[config.mk]
export PLATFORM = sky130hd
export DESIGN_NAME = axis_host_regs
export DESIGN_NICKNAME = d
export VERILOG_FILES = /design/src/rtl/axis_host_pkg.sv /design/src/rtl/host_strobe_sync.sv /design/src/rtl/host_wr_decode.sv /design/src/rtl/intr_ctrl.sv /design/src/rtl/host_rd_mux.sv /design/src/rtl/axis_host_regs.sv
export SDC_FILE = /design/constraint.sdc
export NUM_CORES = 1
export LEC_CHECK = 0
export ABC_AREA = 1
export CAP_MARGIN = 15
export CORE_ASPECT_RATIO = 1.25
export CORE_MARGIN = 8
export CORE_UTILIZATION = 47
export CTS_BUF_LIST = sky130_fd_sc_hd__clkbuf_16
export CTS_CLUSTER_SIZE = 40
export DETAILED_ROUTE_END_ITERATION = 7
export PLACE_DENSITY = 0.83
export SLEW_MARGIN = 0
export SYNTH_ARGS = -nofsm -noshare
export SYNTH_HDL_FRONTEND = slang
export SYNTH_SLANG_ARGS = --single-unit
[constraint.sdc]
create_clock -name clk -period 2.4 [get_ports clk]
set_input_delay 0.36 -clock clk [delete_from_list [all_inputs] [get_ports clk]]
set_output_delay 0.36 -clock clk [all_outputs]
set_load 0.02 [all_outputs]
[src/rtl/axis_host_pkg.sv]
package axis_host_pkg;

    localparam int DATA_W     = 8;
    localparam int AXIS_SEL_W = 2;
    localparam int NUM_AXES   = 1 << AXIS_SEL_W;
    localparam int REG_SEL_W  = 3;
    localparam int MASK_W     = NUM_AXES;
    localparam int LATCH_W    = 24;
    localparam int LATCH_BYTES = LATCH_W / DATA_W;

    localparam int CMD_MASTER_BIT = 4;
    localparam int CMD_INTCLR_BIT = 7;

    typedef enum logic [REG_SEL_W-1:0] {
        RD_INTR  = 3'd0,
        RD_MODE0 = 3'd1,
        RD_MODE1 = 3'd2,
        RD_STAT  = 3'd3,
        RD_LAT0  = 3'd4,
        RD_LAT1  = 3'd5,
        RD_LAT2  = 3'd6,
        RD_NONE  = 3'd7
    } rd_addr_e;

    typedef enum logic [REG_SEL_W-1:0] {
        WR_MASK  = 3'd0,
        WR_MODE0 = 3'd1,
        WR_MODE1 = 3'd2,
        WR_NONE  = 3'd3,
        WR_PRE0  = 3'd4,
        WR_PRE1  = 3'd5,
        WR_PRE2  = 3'd6,
        WR_CMD   = 3'd7
    } wr_addr_e;

    typedef struct packed {
        wr_addr_e                sel;
        logic [AXIS_SEL_W-1:0]   axis;
        logic [DATA_W-1:0]       data;
    } host_wr_t;

    function automatic logic is_preset(wr_addr_e s);
        return (s == WR_PRE0) || (s == WR_PRE1) || (s == WR_PRE2);
    endfunction

    function automatic logic [1:0] preset_slot(wr_addr_e s);
        return s[1:0];
    endfunction

    function automatic logic [NUM_AXES-1:0] axis_onehot(logic [AXIS_SEL_W-1:0] a);
        return NUM_AXES'(1) << a;
    endfunction

endpackage

[src/rtl/host_strobe_sync.sv]
module host_strobe_sync
    import axis_host_pkg::*;
#(
    parameter int SYNC_STAGES = 2
) (
    input  logic                  clk,
    input  logic                  rst,
    input  logic                  cs_n,
    input  logic                  wr_n,
    input  logic [REG_SEL_W-1:0]  reg_sel,
    input  logic [AXIS_SEL_W-1:0] axis_sel,
    input  logic [DATA_W-1:0]     bus_wr_data,
    output host_wr_t              wr_req,
    output logic                  commit
);

    logic                 wr_act;
    logic [SYNC_STAGES:0] chain;

    assign wr_act = ~cs_n & ~wr_n;

    always_ff @(posedge clk) begin
        if (rst) begin
            chain <= '0;
        end else begin
            chain <= {chain[SYNC_STAGES-1:0], wr_act};
        end
    end

    // capture address and data while the synchronized strobe is high
    always_ff @(posedge clk) begin
        if (rst) begin
            wr_req <= '0;
        end else if (chain[SYNC_STAGES-1]) begin
            wr_req.sel  <= wr_addr_e'(reg_sel);
            wr_req.axis <= axis_sel;
            wr_req.data <= bus_wr_data;
        end
    end

    assign commit = chain[SYNC_STAGES] & ~chain[SYNC_STAGES-1];

    a_r4_single_commit: assert property (@(posedge clk) disable iff (rst)
        commit |=> !commit);

endmodule

[src/rtl/host_wr_decode.sv]
module host_wr_decode
    import axis_host_pkg::*;
(
    input  logic                 clk,
    input  logic                 rst,
    input  logic                 commit,
    input  host_wr_t             wr_req,
    output logic [DATA_W-1:0]    mode0_q [NUM_AXES],
    output logic [DATA_W-1:0]    mode1_q [NUM_AXES],
    output logic [MASK_W-1:0]    mask_q,
    output logic [NUM_AXES-1:0]  intr_clr,
    output logic                 master_clr,
    output logic [NUM_AXES-1:0]  preset_wr,
    output logic [1:0]           preset_byte,
    output logic [NUM_AXES-1:0]  cmd_wr,
    output logic [DATA_W-1:0]    wr_byte
);

    logic [NUM_AXES-1:0] axis_hit;
    logic                is_cmd;

    always_comb begin
        axis_hit   = commit ? axis_onehot(wr_req.axis) : '0;
        is_cmd     = commit && (wr_req.sel == WR_CMD);
        master_clr = is_cmd && wr_req.data[CMD_MASTER_BIT];
        intr_clr   = (is_cmd && wr_req.data[CMD_INTCLR_BIT]) ? axis_hit : '0;
    end

    always_ff @(posedge clk) begin
        if (rst) begin
            for (int a = 0; a < NUM_AXES; a++) begin
                mode0_q[a] <= '0;
                mode1_q[a] <= '0;
            end
        end else begin
            for (int a = 0; a < NUM_AXES; a++) begin
                if (master_clr && axis_hit[a]) begin
                    mode0_q[a] <= '0;
                    mode1_q[a] <= '0;
                end else if (axis_hit[a]) begin
                    if (wr_req.sel == WR_MODE0) mode0_q[a] <= wr_req.data;
                    if (wr_req.sel == WR_MODE1) mode1_q[a] <= wr_req.data;
                end
            end
        end
    end

    always_ff @(posedge clk) begin
        if (rst || master_clr) begin
            mask_q <= '0;
        end else if (commit && wr_req.sel == WR_MASK) begin
            mask_q <= wr_req.data[MASK_W-1:0];
        end
    end

    always_ff @(posedge clk) begin
        if (rst) begin
            preset_wr   <= '0;
            preset_byte <= '0;
            cmd_wr      <= '0;
            wr_byte     <= '0;
        end else begin
            preset_wr <= is_preset(wr_req.sel) ? axis_hit : '0;
            cmd_wr    <= is_cmd ? axis_hit : '0;
            if (commit) begin
                preset_byte <= preset_slot(wr_req.sel);
                wr_byte     <= wr_req.data;
            end
        end
    end

    a_r6_pulse_onehot: assert property (@(posedge clk) disable iff (rst)
        $onehot0(preset_wr) && $onehot0(cmd_wr) && !(|preset_wr && |cmd_wr));

    a_r7_reserved_quiet: assert property (@(posedge clk) disable iff (rst)
        (commit && wr_req.sel == WR_NONE) |=>
            (preset_wr == '0) && (cmd_wr == '0) && (mask_q == $past(mask_q)));

    a_r11_master_mask: assert property (@(posedge clk) disable iff (rst)
        master_clr |=> (mask_q == '0));

endmodule

[src/rtl/intr_ctrl.sv]
module intr_ctrl
    import axis_host_pkg::*;
(
    input  logic                 clk,
    input  logic                 rst,
    input  logic [NUM_AXES-1:0]  flag_a,
    input  logic [MASK_W-1:0]    mask_q,
    input  logic [NUM_AXES-1:0]  intr_clr,
    input  logic                 master_clr,
    output logic [NUM_AXES-1:0]  isr_q,
    output logic                 irq_n
);

    logic [NUM_AXES-1:0] flag_prev;
    logic [NUM_AXES-1:0] fall;
    logic [NUM_AXES-1:0] set_req;
    logic [NUM_AXES-1:0] keep;
    logic [NUM_AXES-1:0] isr_next;

    always_comb begin
        fall     = flag_prev & ~flag_a;
        set_req  = fall & mask_q;
        keep     = isr_q & ~intr_clr & {NUM_AXES{~master_clr}};
        isr_next = set_req | keep;   // set has priority over any clear
    end

    always_ff @(posedge clk) begin
        if (rst) begin
            flag_prev <= '1;
            isr_q     <= '0;
            irq_n     <= 1'b1;
        end else begin
            flag_prev <= flag_a;
            isr_q     <= isr_next;
            irq_n     <= ~(|isr_next);
        end
    end

    a_r9_line_matches: assert property (@(posedge clk) disable iff (rst)
        (isr_q != '0) == !irq_n);

    for (genvar g = 0; g < NUM_AXES; g++) begin : g_axis_chk
        a_r8_set_cause: assert property (@(posedge clk) disable iff (rst)
            $rose(isr_q[g]) |-> $past(mask_q[g] && !flag_a[g]));

        a_r10_clear_bit: assert property (@(posedge clk) disable iff (rst)
            (intr_clr[g] && !fall[g]) |=> !isr_q[g]);

        a_r12_set_wins: assert property (@(posedge clk) disable iff (rst)
            (intr_clr[g] && fall[g] && mask_q[g]) |=> isr_q[g]);
    end

endmodule

[src/rtl/host_rd_mux.sv]
module host_rd_mux
    import axis_host_pkg::*;
(
    input  logic                          clk,
    input  logic                          rst,
    input  logic                          cs_n,
    input  logic                          rd_n,
    input  logic [REG_SEL_W-1:0]          reg_sel,
    input  logic [AXIS_SEL_W-1:0]         axis_sel,
    input  logic [DATA_W-1:0]             mode0_q [NUM_AXES],
    input  logic [DATA_W-1:0]             mode1_q [NUM_AXES],
    input  logic [MASK_W-1:0]             mask_q,
    input  logic [NUM_AXES-1:0]           isr_q,
    input  logic [NUM_AXES*DATA_W-1:0]    axis_status,
    input  logic [NUM_AXES*LATCH_W-1:0]   axis_latch,
    output logic [DATA_W-1:0]             bus_rd_data,
    output logic                          bus_drive_en
);

    rd_addr_e            rsel;
    logic [LATCH_W-1:0]  lat_word;

    assign rsel     = rd_addr_e'(reg_sel);
    assign lat_word = axis_latch[axis_sel*LATCH_W +: LATCH_W];

    always_comb begin
        bus_rd_data = '0;
        case (rsel)
            RD_INTR:  bus_rd_data = {isr_q, mask_q};
            RD_MODE0: bus_rd_data = mode0_q[axis_sel];
            RD_MODE1: bus_rd_data = mode1_q[axis_sel];
            RD_STAT:  bus_rd_data = axis_status[axis_sel*DATA_W +: DATA_W];
            RD_LAT0:  bus_rd_data = lat_word[0*DATA_W +: DATA_W];
            RD_LAT1:  bus_rd_data = lat_word[1*DATA_W +: DATA_W];
            RD_LAT2:  bus_rd_data = lat_word[2*DATA_W +: DATA_W];
            default:  bus_rd_data = '0;
        endcase
        bus_drive_en = ~cs_n & ~rd_n & (rsel != RD_NONE);
    end

    a_r2_drive_needs_strobes: assert property (@(posedge clk) disable iff (rst)
        bus_drive_en |-> (!cs_n && !rd_n && reg_sel != 3'd7));

endmodule

[src/rtl/axis_host_regs.sv]
module axis_host_regs
    import axis_host_pkg::*;
#(
    parameter int SYNC_STAGES = 2
) (
    input  logic                          clk,
    input  logic                          rst,
    input  logic                          cs_n,
    input  logic                          rd_n,
    input  logic                          wr_n,
    input  logic [REG_SEL_W-1:0]          reg_sel,
    input  logic [AXIS_SEL_W-1:0]         axis_sel,
    input  logic [DATA_W-1:0]             bus_wr_data,
    output logic [DATA_W-1:0]             bus_rd_data,
    output logic                          bus_drive_en,
    input  logic [NUM_AXES*DATA_W-1:0]    axis_status,
    input  logic [NUM_AXES*LATCH_W-1:0]   axis_latch,
    input  logic [NUM_AXES-1:0]           flag_a,
    output logic [NUM_AXES*DATA_W-1:0]    mode0_flat,
    output logic [NUM_AXES*DATA_W-1:0]    mode1_flat,
    output logic [NUM_AXES-1:0]           preset_wr,
    output logic [1:0]                    preset_byte,
    output logic [NUM_AXES-1:0]           cmd_wr,
    output logic [DATA_W-1:0]             wr_byte,
    output logic                          irq_n
);

    host_wr_t             wr_req;
    logic                 commit;
    logic [DATA_W-1:0]    mode0_q [NUM_AXES];
    logic [DATA_W-1:0]    mode1_q [NUM_AXES];
    logic [MASK_W-1:0]    mask_q;
    logic [NUM_AXES-1:0]  intr_clr;
    logic                 master_clr;
    logic [NUM_AXES-1:0]  isr_q;

    host_strobe_sync #(.SYNC_STAGES(SYNC_STAGES)) u_sync (
        .clk         (clk),
        .rst         (rst),
        .cs_n        (cs_n),
        .wr_n        (wr_n),
        .reg_sel     (reg_sel),
        .axis_sel    (axis_sel),
        .bus_wr_data (bus_wr_data),
        .wr_req      (wr_req),
        .commit      (commit)
    );

    host_wr_decode u_dec (
        .clk         (clk),
        .rst         (rst),
        .commit      (commit),
        .wr_req      (wr_req),
        .mode0_q     (mode0_q),
        .mode1_q     (mode1_q),
        .mask_q      (mask_q),
        .intr_clr    (intr_clr),
        .master_clr  (master_clr),
        .preset_wr   (preset_wr),
        .preset_byte (preset_byte),
        .cmd_wr      (cmd_wr),
        .wr_byte     (wr_byte)
    );

    intr_ctrl u_intr (
        .clk        (clk),
        .rst        (rst),
        .flag_a     (flag_a),
        .mask_q     (mask_q),
        .intr_clr   (intr_clr),
        .master_clr (master_clr),
        .isr_q      (isr_q),
        .irq_n      (irq_n)
    );

    host_rd_mux u_rd (
        .clk          (clk),
        .rst          (rst),
        .cs_n         (cs_n),
        .rd_n         (rd_n),
        .reg_sel      (reg_sel),
        .axis_sel     (axis_sel),
        .mode0_q      (mode0_q),
        .mode1_q      (mode1_q),
        .mask_q       (mask_q),
        .isr_q        (isr_q),
        .axis_status  (axis_status),
        .axis_latch   (axis_latch),
        .bus_rd_data  (bus_rd_data),
        .bus_drive_en (bus_drive_en)
    );

    for (genvar g = 0; g < NUM_AXES; g++) begin : g_flat
        assign mode0_flat[g*DATA_W +: DATA_W] = mode0_q[g];
        assign mode1_flat[g*DATA_W +: DATA_W] = mode1_q[g];
    end

endmodule

# Yosys cells after proc, flatten, opt, wreduce, memory -nomap -nowiden
# Cells that the tools add are included.
[totals] regBits=111 in_bits=150 out_inout_bits=92 wordCells=95
[classes] n_mul=1 order_cmp=1 eq_ne=13 shifts=3 muxes=9 bitwise=20 n_reduce_logical=28
[ops] cell="$shiftx A96 B8 Y24" n=1
[ops] cell="$pmux W8 S7" n=1
[ops] cell="$bmux W8 S2" n=2
[ops] cell="$mux W8" n=4
[ops] cell="$shiftx A32 B6 Y8" n=1
[ops] cell="$eq A3 B3 Y1 const B" n=7
[ops] cell="$and A4 B4 Y4" n=4
[ops] cell="$reduce_and A2 Y1" n=8
[ops] cell="$reduce_or A2 Y1" n=6
[ops] cell="$eq A3 B2 Y1 const B" n=3
[ops] cell="$logic_and A1 B1 Y1" n=8
[ops] cell="$mux W4" n=2
[ops] cell="$not A1 Y1" n=8
[ops] cell="$not A4 Y4" n=2
[ops] cell="$eq A3 B1 Y1 const B" n=2
[ops] cell="$logic_not A3 Y1" n=2
[ops] cell="$and A1 B1 Y1" n=4
[ops] cell="$mul A2 B2 Y4 const B" n=1
[ops] cell="$or A4 B4 Y4" n=1
[ops] cell="$reduce_or A4 Y1" n=1
[ops] cell="$shl A1 B2 Y4 const A" n=1
[ops] cell="$ge A3 B3 Y1 const B" n=1
[ops] cell="$logic_or A1 B1 Y1" n=3
[ops] cell="$ne A3 B3 Y1 const B" n=1
[ops] cell="$not A2 Y3" n=1

# Longest topological paths before layout
[logic_depth] word_depth=11 depth_mapped=10 depth_no_buf=9

# Modules after synthesis
# A second synthesis with hierarchy kept.
[unflattened] cells_unflattened=1229 hier_area_um2=7046.8
[by_module_without_submodules] mod="host_wr_decode" n_inst=1 cells_each=469 area_each_um2=3419.5 seq_area_each_um2=1721.7
[by_module_without_submodules] mod="host_rd_mux" n_inst=1 cells_each=625 area_each_um2=2602.5 seq_area_each_um2=0.0
[by_module_without_submodules] mod="host_strobe_sync" n_inst=1 cells_each=93 area_each_um2=705.7 seq_area_each_um2=320.3
[by_module_without_submodules] mod="intr_ctrl" n_inst=1 cells_each=42 area_each_um2=319.1 seq_area_each_um2=180.2

# Worst setup path after synthesis
# OpenSTA, ideal clock, no wires.
[synth_path] kind="input-to-output" startpoint="in axis_sel[0]" endpoint="out bus_rd_data[3]" arrival_ns=1.414 required_time_ns=2.040 setup_slack_ns=0.626 path_stages=10 n_path_buf=3 path_cell_list="buf_4 -> inv_2 -> buf_2 -> buf_2 -> nor2_1 -> o22ai_1 -> nand2_1 -> nand2_1 -> nor2_1 -> nand2_1"
[synth_between] elab_chain_cells=5 word_cells_on_any_way=11
[synth_lines] item="from (decl)" line_no="axis_host_regs.sv:12" text="input logic [AXIS_SEL_W-1:0] axis_sel,"
[synth_lines] item="parallel branches: the longest is 4 deep, another holds $mul A2 B2 Y4"
[synth_lines] item="$pmux W8 S7 *" line_no="host_rd_mux.sv:28" text="case (rsel)"
[synth_lines] item="to (decl)" line_no="axis_host_regs.sv:14" text="output logic [DATA_W-1:0] bus_rd_data,"
# Every way passes the cells marked *. The select of a mux whose other input is x is not followed.

# Worst setup path after layout
[layout_path] startpoint="in reg_sel[2]" endpoint="out bus_rd_data[0]"
[layout_between] elab_chain_cells=2 word_cells_on_any_way=8
[layout_lines] item="from (decl)" line_no="axis_host_regs.sv:11" text="input logic [REG_SEL_W-1:0] reg_sel,"
[layout_lines] item="$eq A3 B3 Y1 (tied with other cells)" line_no="host_rd_mux.sv:28"
[layout_lines] item="$pmux W8 S7 *" line_no="host_rd_mux.sv:28"
# Mark *: on every way between the ends. The rest lies on a longest branch, timed or not.

==> results.toml <==
[detailed_routing]
drt-pass1-iter-count = 6
drt_wl_total_mm = 25.3
route.detailed.drc = 0
vias_per_cell = 5.42
dr_total_vias = 7460
postRouteAntennaNets = 0
drt_iter0_drc = 793
wire_per_inst_um = 18.4

[clocking]
path_clk_slew_ns = 0.07
cts-buffers-inserted = 9
clock_latency_ns = 0.35
cts_tree = "done"
cts.path.max_buffers = 2
htreeDepth = 3
clock-root-buffer = "clkbuf_16"
cts_sinks = 111

[cells_and_area]
final_util_pct = 72.6
final_nets = 1354
drive_above_1_share_pct = 7.36
n_antenna_cell = 0
area_growth_pct = 52.6

[power_and_ir_drop]
p_seq_share_pct = 44.2
p_int_mw = 3.17
ir_drop_mv = 0.527
cellLeakagePower_nw = 4.05
switching_share_pct = 25.2
powerDensity_mw_per_mm2 = 467
pwr-share-clk_pct = 38.0
p_switching_mw = 1.06
combPwrFrac_pct = 17.8

[grt]
track_usage_pct = 29.5
grt_overflow_total = 0
grt_pass1_wl_mm = 37.8
grt_pass1_vias = 6954
antenna_found_initial = 0
grt_max_degree = 51

[die]
fp.dieW_um = 117
initial_core_util_pct = 47.5
row_count = 46
ioPinCount = 242
die_area_mm2 = 0.0165
core_area_mm2 = 0.0125
fp.dieH_um = 142

[logic_synthesis]
synthCells = 956
syn_area_per_cell_um2 = 6.21
ys_types = 25
syn_area_mm2 = 0.00594
ys_seq_area_share_pct = 37.4
yosys_warnings = 0
synth_fp_nets = 1106
synth-seq-cells = 111

[critical_path]
rr_worst_depth = 7
arrival_ns = 1.95
cp.required_ns = 2.04
path_max_fanout = 8
cp-end-kind = "output port"
worstSetupStartpointType = "input port"
path_class = "in2out"

[placed_design]
dp_hpwl_mm = 19.1
place_congestion = 0.941
dp_slack_ns = -0.389
portBuffers = 241

[sta]
tightest_slew_ns = 0.658
max-slew-margin-rel_pct = 56.1
setup_violations = 0
max_freq_mhz = 432
grt_setup_unrepaired = "false"
post-route-min-period_ns = 2.31
drv_slew = 0
finalHoldViolCount = 0
worst_slack_ns = 0.0854
whs_ns = 0.442
min_period_over_period_pct = 96.4
clock_skew_ns = 0.00958

[hold_path]
hold_depth = 2
hold_path.class = "reg2reg"

[status]
status = "completed"

[run]
maxCapViolCount = 0
through the flow:
step | instances | power [mW] | TNS, ns | instance area (µm²)
finish | 1377 | 4.23 | 0 | 9060
global route | 1377 | 4.35 | 0 | 9060
CTS | 1377 | 4.22 | 0 | 9060
detailed placement | 1358 | 2.65 | -2.83 | 8700
global placement | 1358 | 2.65 | -2.78 | 8700
floorplan | 956 | 2.21 | 0 | 5940
cell type report:
| type | count | area, µm² |
|---|---|---|
| Inverter | 100 | 375 |
| Tap cell | 168 | 210 |
| Sequential cell | 111 | 2220 |
| Timing Repair Buffer | 289 | 2850 |
| Fill cell | 1051 | 3430 |
| Multi-Input combinational cell | 693 | 3080 |
| Clock inverter | 7 | 93.8 |
| Clock buffer | 9 | 225 |
layer usage:
metal / track usage [%] / up-vias / part of all wire [%] / routed length (µm)
li1: - / 3568 / - / -
met1: 34.0 / 3360 / 37 / 9430
met2: 51.1 / 457 / 48 / 12100
met3: 6.64 / 75 / 11 / 2820
met4: 12.5 / 0 / 4.0 / 1010
met5: 0 / - / 0 / 0
worst max-delay path, cell delays in order:
cell and delay [ns]:
clkdlybuf4s50_1 0.48, inv_1 0.12, nor3_1 0.21, buf_4 0.20, nand2_1 0.06, nand2_1 0.12
nor2_1 0.05, nand2_1 0.05, clkdlybuf4s15_1 0.31
flip-flops by register name, summed over array words and instances, names as in the netlist:
name	flops
u_sync.wr_req	13
u_dec.wr_byte	8
u_dec.preset_wr	4
u_dec.mode1_q	32
u_dec.mode0_q	32
u_dec.preset_byte	2
u_dec.cmd_wr	4
u_intr.flag_prev	4
u_dec.mask_q	4
u_intr.isr_q	4
u_sync.chain	3
u_intr.irq_n	1
cell families after synthesis:
kind of cell    share of synthesized area (%)
simple gates                             30.4
flops                                    37.4
buf+inv                                  10.8
compound gates                           21.4
timing repair:
action | in CTS | in global routing
setup endpoints to repair | 9 | 6
pin swaps | 0 | 0
resized for setup | 25 | 6
buffers inserted | 2 | 0
cloned | 1 | 0
hold buffers | 0 | 0
synthesized netlist by cell type:
library cell  count  area [µm²]
buf_2            17        85.1
o21ai_0         157         786
nand2_4           1        11.3
a211oi_1          1        7.51
a21oi_1          37         185
buf_6             6        67.6
o21ai_1           8        40.0
nor2_2            3        18.8
o31ai_1           1        7.51
nand2_2           1        6.26
nand3_1          39         195
nor3_1            4        20.0
buf_4             1        7.51
clkbuf_1         28         105
nor2_1          129         484
a21boi_1          1        7.51
nand2_1         268        1010
nand4_1           4        25.0
o22ai_1          32         200
inv_1            97         364
nor2_8            1        20.0
nor3_2            2        20.0
dfxtp_1         111        2220
inv_2             3        11.3
o21ai_2           4        35.0
path summary, 6_finish.rpt:
path / from / end / slack (ns)
max reg2reg: u_sync.chain[1] / u_dec.mode0_q[13] / 0.30
min reg2reg: u_sync.chain[0] / u_sync.chain[1] / 0.44
min: u_sync.chain[0] / u_sync.chain[1] / 0.44
max: reg_sel[2] / bus_rd_data[0] / 0.09
cells in the final DEF, fill, tap and decap left out, types with 2 or more instances in the layout:
cell type	instances
nand4_1	4
o21ai_0	157
clkdlybuf4s15_2	4
dlygate4sd2_1	4
inv_2	6
nor2_1	128
nand2_1	268
nor3_1	4
inv_1	94
nand3_1	38
a21oi_1	37
inv_6	2
buf_4	38
nor3_2	2
o21ai_2	4
o22ai_1	32
o21ai_1	8
clkdlybuf4s50_1	229
buf_2	2
clkbuf_16	9
dfxtp_1	111
buf_12	6
bufinv_16	2
nor2_2	4
buf_6	2
power groups by stage:
stage          sequential, mW  clock, mW  combinational, mW
2_1_floorplan            1.91          0              0.301
4_1_cts                  1.87       1.60              0.748
5_1_grt                  1.87       1.67              0.811
6_report                 1.87       1.61              0.755
3_3_place_gp             1.91          0              0.740
3_5_place_dp             1.91          0              0.744
Note: power is estimated with default switching activity, not from simulation.
